`src/rtl/gcd_pkg.sv`:
```
package gcd_pkg;

    typedef enum logic [1:0] {
        ST_IDLE = 2'd0,
        ST_RUN  = 2'd1,
        ST_DONE = 2'd2
    } gcd_state_e;

    typedef struct packed {
        gcd_state_e state;
        logic       ready;
        logic       err;
    } gcd_ctrl_t;

endpackage

```
`src/rtl/gcd_cmp.sv`:
```
module gcd_cmp #(
    parameter int W = 8
) (
    input  logic [W-1:0] lhs,
    input  logic [W-1:0] rhs,
    output logic         eq,
    output logic         gt
);
    always_comb begin
        eq = (lhs == rhs);
        gt = (lhs > rhs);
    end
endmodule

```
`src/rtl/gcd_ctrl.sv`:
```
module gcd_ctrl
    import gcd_pkg::*;
(
    input  logic clk,
    input  logic rst,
    input  logic start,
    input  logic op_zero,
    input  logic eq,
    input  logic gt,
    output logic ld,
    output logic sub_x,
    output logic sub_y,
    output logic save_z,
    output logic clr_z,
    output logic ready,
    output logic err
);
    gcd_ctrl_t c_d, c_q;
    logic      accept;

    always_comb begin
        c_d    = c_q;
        ld     = 1'b0;
        sub_x  = 1'b0;
        sub_y  = 1'b0;
        save_z = 1'b0;
        clr_z  = 1'b0;
        accept = 1'b0;
        case (c_q.state)
            ST_RUN: begin
                if (eq) begin
                    save_z    = 1'b1;
                    c_d.ready = 1'b1;
                    c_d.state = ST_DONE;
                end else if (gt) begin
                    sub_x = 1'b1;
                end else begin
                    sub_y = 1'b1;
                end
            end
            default: begin
                if (start) begin
                    accept    = 1'b1;
                    ld        = 1'b1;
                    c_d.ready = 1'b0;
                    c_d.err   = 1'b0;
                    if (op_zero) begin
                        clr_z     = 1'b1;
                        c_d.ready = 1'b1;
                        c_d.err   = 1'b1;
                        c_d.state = ST_DONE;
                    end else begin
                        c_d.state = ST_RUN;
                    end
                end
            end
        endcase
    end

    always_ff @(posedge clk) begin
        if (rst) begin
            c_q.state <= ST_IDLE;
            c_q.ready <= 1'b0;
            c_q.err   <= 1'b0;
        end else begin
            c_q <= c_d;
        end
    end

    assign ready = c_q.ready;
    assign err   = c_q.err;

    assert_start_clears_R2: assert property (@(posedge clk) disable iff (rst)
        (accept && !op_zero) |=> (!ready && !err && c_q.state == ST_RUN));

    assert_busy_not_ready_R6: assert property (@(posedge clk) disable iff (rst)
        (c_q.state == ST_RUN) |-> (!ready && !ld));

    assert_equal_finishes_R4: assert property (@(posedge clk) disable iff (rst)
        (c_q.state == ST_RUN && eq) |=> (ready && c_q.state == ST_DONE));

    assert_zero_op_flags_R7: assert property (@(posedge clk) disable iff (rst)
        (accept && op_zero) |=> (ready && err));
endmodule

```
`src/rtl/gcd_datapath.sv`:
```
module gcd_datapath #(
    parameter int W = 8
) (
    input  logic         clk,
    input  logic         rst,
    input  logic [W-1:0] opa,
    input  logic [W-1:0] opb,
    input  logic         ld,
    input  logic         sub_x,
    input  logic         sub_y,
    input  logic         save_z,
    input  logic         clr_z,
    output logic [W-1:0] x_val,
    output logic [W-1:0] y_val,
    output logic [W-1:0] z_val,
    output logic         op_zero
);
    typedef struct packed {
        logic [W-1:0] x;
        logic [W-1:0] y;
        logic [W-1:0] z;
    } dp_regs_t;

    dp_regs_t     r_d, r_q;
    logic [W-1:0] minuend, subtrahend, diff;

    always_comb begin
        minuend    = sub_x ? r_q.x : r_q.y;
        subtrahend = sub_x ? r_q.y : r_q.x;
        diff       = minuend - subtrahend;
        op_zero    = (opa == '0) || (opb == '0);

        r_d = r_q;
        if (ld) begin
            r_d.x = opa;
            r_d.y = opb;
        end else if (sub_x) begin
            r_d.x = diff;
        end else if (sub_y) begin
            r_d.y = diff;
        end
        if (clr_z)
            r_d.z = '0;
        else if (save_z)
            r_d.z = r_q.x;
    end

    always_ff @(posedge clk) begin
        if (rst)
            r_q <= '0;
        else
            r_q <= r_d;
    end

    assign x_val = r_q.x;
    assign y_val = r_q.y;
    assign z_val = r_q.z;

    assert_single_sub_R3: assert property (@(posedge clk) disable iff (rst)
        !(sub_x && sub_y));

    assert_sub_side_R3: assert property (@(posedge clk) disable iff (rst)
        sub_x |-> (r_q.x > r_q.y));

    assert_no_growth_R3: assert property (@(posedge clk) disable iff (rst)
        !ld |=> (r_q.x <= $past(r_q.x) && r_q.y <= $past(r_q.y)));
endmodule

```
`src/rtl/gcd_engine.sv`:
```
module gcd_engine #(
    parameter int W = 8
) (
    input  logic         clk,
    input  logic         rst,
    input  logic         start,
    input  logic [W-1:0] opa,
    input  logic [W-1:0] opb,
    output logic [W-1:0] result,
    output logic         ready,
    output logic         zero_err
);
    logic         ld, sub_x, sub_y, save_z, clr_z;
    logic         eq, gt, op_zero;
    logic [W-1:0] x_val, y_val;

    gcd_ctrl u_ctrl (
        .clk     (clk),
        .rst     (rst),
        .start   (start),
        .op_zero (op_zero),
        .eq      (eq),
        .gt      (gt),
        .ld      (ld),
        .sub_x   (sub_x),
        .sub_y   (sub_y),
        .save_z  (save_z),
        .clr_z   (clr_z),
        .ready   (ready),
        .err     (zero_err)
    );

    gcd_cmp #(.W(W)) u_cmp (
        .lhs (x_val),
        .rhs (y_val),
        .eq  (eq),
        .gt  (gt)
    );

    gcd_datapath #(.W(W)) u_dp (
        .clk     (clk),
        .rst     (rst),
        .opa     (opa),
        .opb     (opb),
        .ld      (ld),
        .sub_x   (sub_x),
        .sub_y   (sub_y),
        .save_z  (save_z),
        .clr_z   (clr_z),
        .x_val   (x_val),
        .y_val   (y_val),
        .z_val   (result),
        .op_zero (op_zero)
    );

    assert_result_matches_R4: assert property (@(posedge clk) disable iff (rst)
        (ready && !zero_err) |-> (result == x_val && x_val == y_val));

    assert_err_zero_result_R7: assert property (@(posedge clk) disable iff (rst)
        zero_err |-> (ready && result == '0));

    assert_done_holds_R5: assert property (@(posedge clk) disable iff (rst)
        (ready && !start) |=> (ready && $stable(result) && $stable(zero_err)));
endmodule

```
`config.mk`:
```
export PLATFORM = sky130hd
export DESIGN_NAME = gcd_engine
export DESIGN_NICKNAME = d
export VERILOG_FILES = /design/src/rtl/gcd_pkg.sv /design/src/rtl/gcd_cmp.sv /design/src/rtl/gcd_ctrl.sv /design/src/rtl/gcd_datapath.sv /design/src/rtl/gcd_engine.sv
export SDC_FILE = /design/constraint.sdc
export NUM_CORES = 1
export LEC_CHECK = 0
export ABC_AREA = 1
export BUFFER_PORTS_ARGS = -buffer_cell sky130_fd_sc_hd__buf_2
export CORE_MARGIN = 4
export CORE_UTILIZATION = 56
export CTS_CLUSTER_DIAMETER = 80
export DETAILED_ROUTE_END_ITERATION = 16
export PLACE_DENSITY = 0.82
export SETUP_SLACK_MARGIN = 0.05
export SYNTH_ARGS = -nofsm -noshare
export SYNTH_HDL_FRONTEND = slang
export SYNTH_SLANG_ARGS = --single-unit
export TNS_END_PERCENT = 50
```
`constraint.sdc`:
```
create_clock -name clk -period 3 [get_ports clk]
set_input_delay 0.6 -clock clk [delete_from_list [all_inputs] [get_ports clk]]
set_output_delay 0.6 -clock clk [all_outputs]
set_load 0.02 [all_outputs]
```
==> results.ini <==
[outcome]
status = complete, no violations

[timing]
fmax_mhz = 397
fin_crit_ns = 2.52
slew_viol_final = 0
relSlewSlack_pct = 60.2
fin_tns_setup_ns = 0
setup_viol = 0
rsz0062_at_grt = false
fin_crit_sh_pct = 83.9
skew_ns = 0.00956
hold_viol = 0
max_slew.worst_pin.slew_ns = 0.591

[drt]
wl_per_cell_um = 12.4
drc_errors = 0
viasPerCell = 5.24
wl_mm = 4.47
drtIter0Drc = 126
dr.pass1.iters = 5
detail-route-antenna-nets = 0
num_vias = 1893

[setup_path]
reg2reg_from = u_dp.y_val[5]
rr_endpoint = u_dp.y_val[6]
worstSetupPathType = flop to flop
cp-end-kind = flop
max_stage_delay_ns = 0.39
r2r_slack_ns = 0.48
required_ns = 3.26
worstPathArrival_ns = 2.78
cp-start-kind = flop
crit_fanout = 8
ff2ff_path_depth = 18
path_cells = inv_1 -> ha_1 -> a21oi_1 -> nor2_1 -> nor2_1 -> nand2_4 -> nand2_8 -> nand2_2 -> nand2_1 -> inv_1 -> ha_1 -> inv_1 -> nand2_2 -> nand3_1 -> nand4_1 -> nand2_2 -> nand2_1 -> a21oi_2
slowest_stage = dfxtp_1

[min_path]
worstHoldEndpoint = u_dp.z_val[2]
holdCritPathClass = flop to flop
hold_depth = 2
hp-start = u_dp.z_val[2]

[yosys]
yosysSeqAreaShare_pct = 29.0
netlist.area_leader.share_pct = 29.0
synth_top_area_cell = dfxtp_1
synth_cell_types = 33
syn_area_mm2 = 0.00187
dominantRegCellSynth = dfxtp_1
ys_warn_count = 0
ys_seq_elements = 27
syn_avg_cell_area_um2 = 6.55
synth_nets = 313
yosysMostFrequentCell = nand2_1
synth_area_leaders = dfxtp_1 29%, nand2_1 17%, inv_1 7.8%
synth_async_sr_flop_share_pct = 0
postSynthCellCount = 285
synthTopCellsByCount = 85 x nand2_1, 39 x inv_1, 27 x dfxtp_1
synth_edf_count = 0

[floorplan]
dieWidth_um = 65.7
core_mm2 = 0.00313
ios = 29
start_util_pct = 59.7
die_y_um = 65.7
dieArea_mm2 = 0.00432
rows = 20

[final_layout]
design_area_mm2 = 0.00210
antenna_cells = 0
final_nets = 346
syn2layout_area_growth_pct = 12.5
final_cells = 361
drive_gt1_share_pct = 21.1

[global_route]
grt_pass1_wl_mm = 7.78
grt_util_met1_pct = 29.3
grt_max_degree = 19
grt_usage_pct = 22.9
use_met2_pct = 40.3
grt_use_met3_pct = 4.44
antenna_found_initial = 0
grt_pass1_vias = 1775
gr-max-usage-layer = met2
gr-total-overflow = 0

[power]
power_density_mw_per_mm2 = 1190
p_total_uw = 2500
vdd_drop_max_mv = 0.534
leakagePower_uw = 0.00105

[clock_network]
clock_latency_ns = 0.32
clock-sinks = 27
postCtsSetupBuffers = 0
postCtsHoldBufs = 0
cts_tree = done
cts_max_level = 1
clk_pin_slew_worst_paths_ns = 0.14
cts_resized = 0
cts_buffers = 3
ctsLongestPathBuffers = 2
cts.root.buffer_cell = clkbuf_4

[placement]
dp.cells = 357
dp_hpwl_mm = 3.65
placed_area_mm2 = 0.00207
globalplace.congestion = 0.904
port_buffers = 28

[run]
max_cap_viol_count = 0

-- worst max path at each step --
stage,startpoint,endpoint,slack [ns],cells after the start
2_1_floorplan,u_dp.y_val[3],u_dp.x_val[6],0.78,18
3_3_place_gp,u_dp.y_val[3],u_dp.x_val[4],0.57,20
3_5_place_dp,u_dp.y_val[5],u_dp.x_val[4],0.53,20
4_1_cts,u_dp.y_val[5],u_dp.x_val[4],0.49,20
5_1_grt,u_dp.y_val[5],u_dp.x_val[4],0.21,20
6_report,u_dp.y_val[5],u_dp.y_val[6],0.48,18
-- per-stage QoR --
| stage | setup WS (ns) | hold slack [ns] | utilization (%) |
|---|---|---|---|
| floorplan | 0.778 | 0.441 | - |
| global placement | 0.565 | 0.445 | 66.3 |
| detailed placement | 0.533 | 0.453 | 66.3 |
| CTS | 0.494 | 0.471 | 67.2 |
| global route | 0.209 | 0.499 | 67.2 |
| finish | 0.482 | 0.468 | 67.2 |
-- power by group --
part | total, uW | switching, uW | internal (uW)
Combinational | 1810 | 1180 | 633
Sequential | 536 | 83.7 | 452
Clock | 156 | 104 | 52.1
Total | 2500 | 1360 | 1140
-- layout by cell type (no fill, tap or decap), drive strengths merged, types with 2 or more instances in the layout --
cell	instances
clkinv	3
nor4	4
clkbuf	4
ha	9
a21oi	28
nand3	24
o21ai	10
inv	42
dfxtp	27
nand3b	2
nand2	97
a31oi	7
a22o	2
nand4	3
buf	32
nor2	17
or2	2
-- state kept, by name, indices dropped and copies added, names as in the netlist --
| signal | cells |
|---|---|
| u_dp.x_val | 8 |
| u_dp.y_val | 8 |
| u_dp.z_val | 8 |
| u_ctrl.c_q | 1 |
| u_ctrl.err | 1 |
| u_ctrl.ready | 1 |
-- final cells by class --
cell class	instances	area [um^2]
clock buffers	4	26.3
fillers	280	1030
inverters	45	170
multi-input cells	209	1140
flip-flops and latches	27	541
well taps	44	55.1
repair buffers	32	170
-- critical path, delay by kind of cell (launching register included) --
family,cells,cell delay [ns]
buf+inv,3,0.16
fa+ha+maj,2,0.53
flops,1,0.39
simple gates,11,1.09
compound gates,2,0.28
-- routing by layer --
layer | part of all wire [%] | wire length [um]
met5 | 0 | 0
met4 | 0.69 | 31
met3 | 7.5 | 336
met2 | 48 | 2160
met1 | 43 | 1950
-- kinds of logic after synthesis --
| logic type | after synthesis | synth area share (%) |
|---|---|---|
| compound gates | 50 | 15.7 |
| xor+xnor | 1 | 0.469 |
| fa+ha+maj | 9 | 6.03 |
| buf+inv | 49 | 10.1 |
| flops | 27 | 29.0 |
| simple gates | 149 | 38.8 |
(Power assumes the default switching activity.)
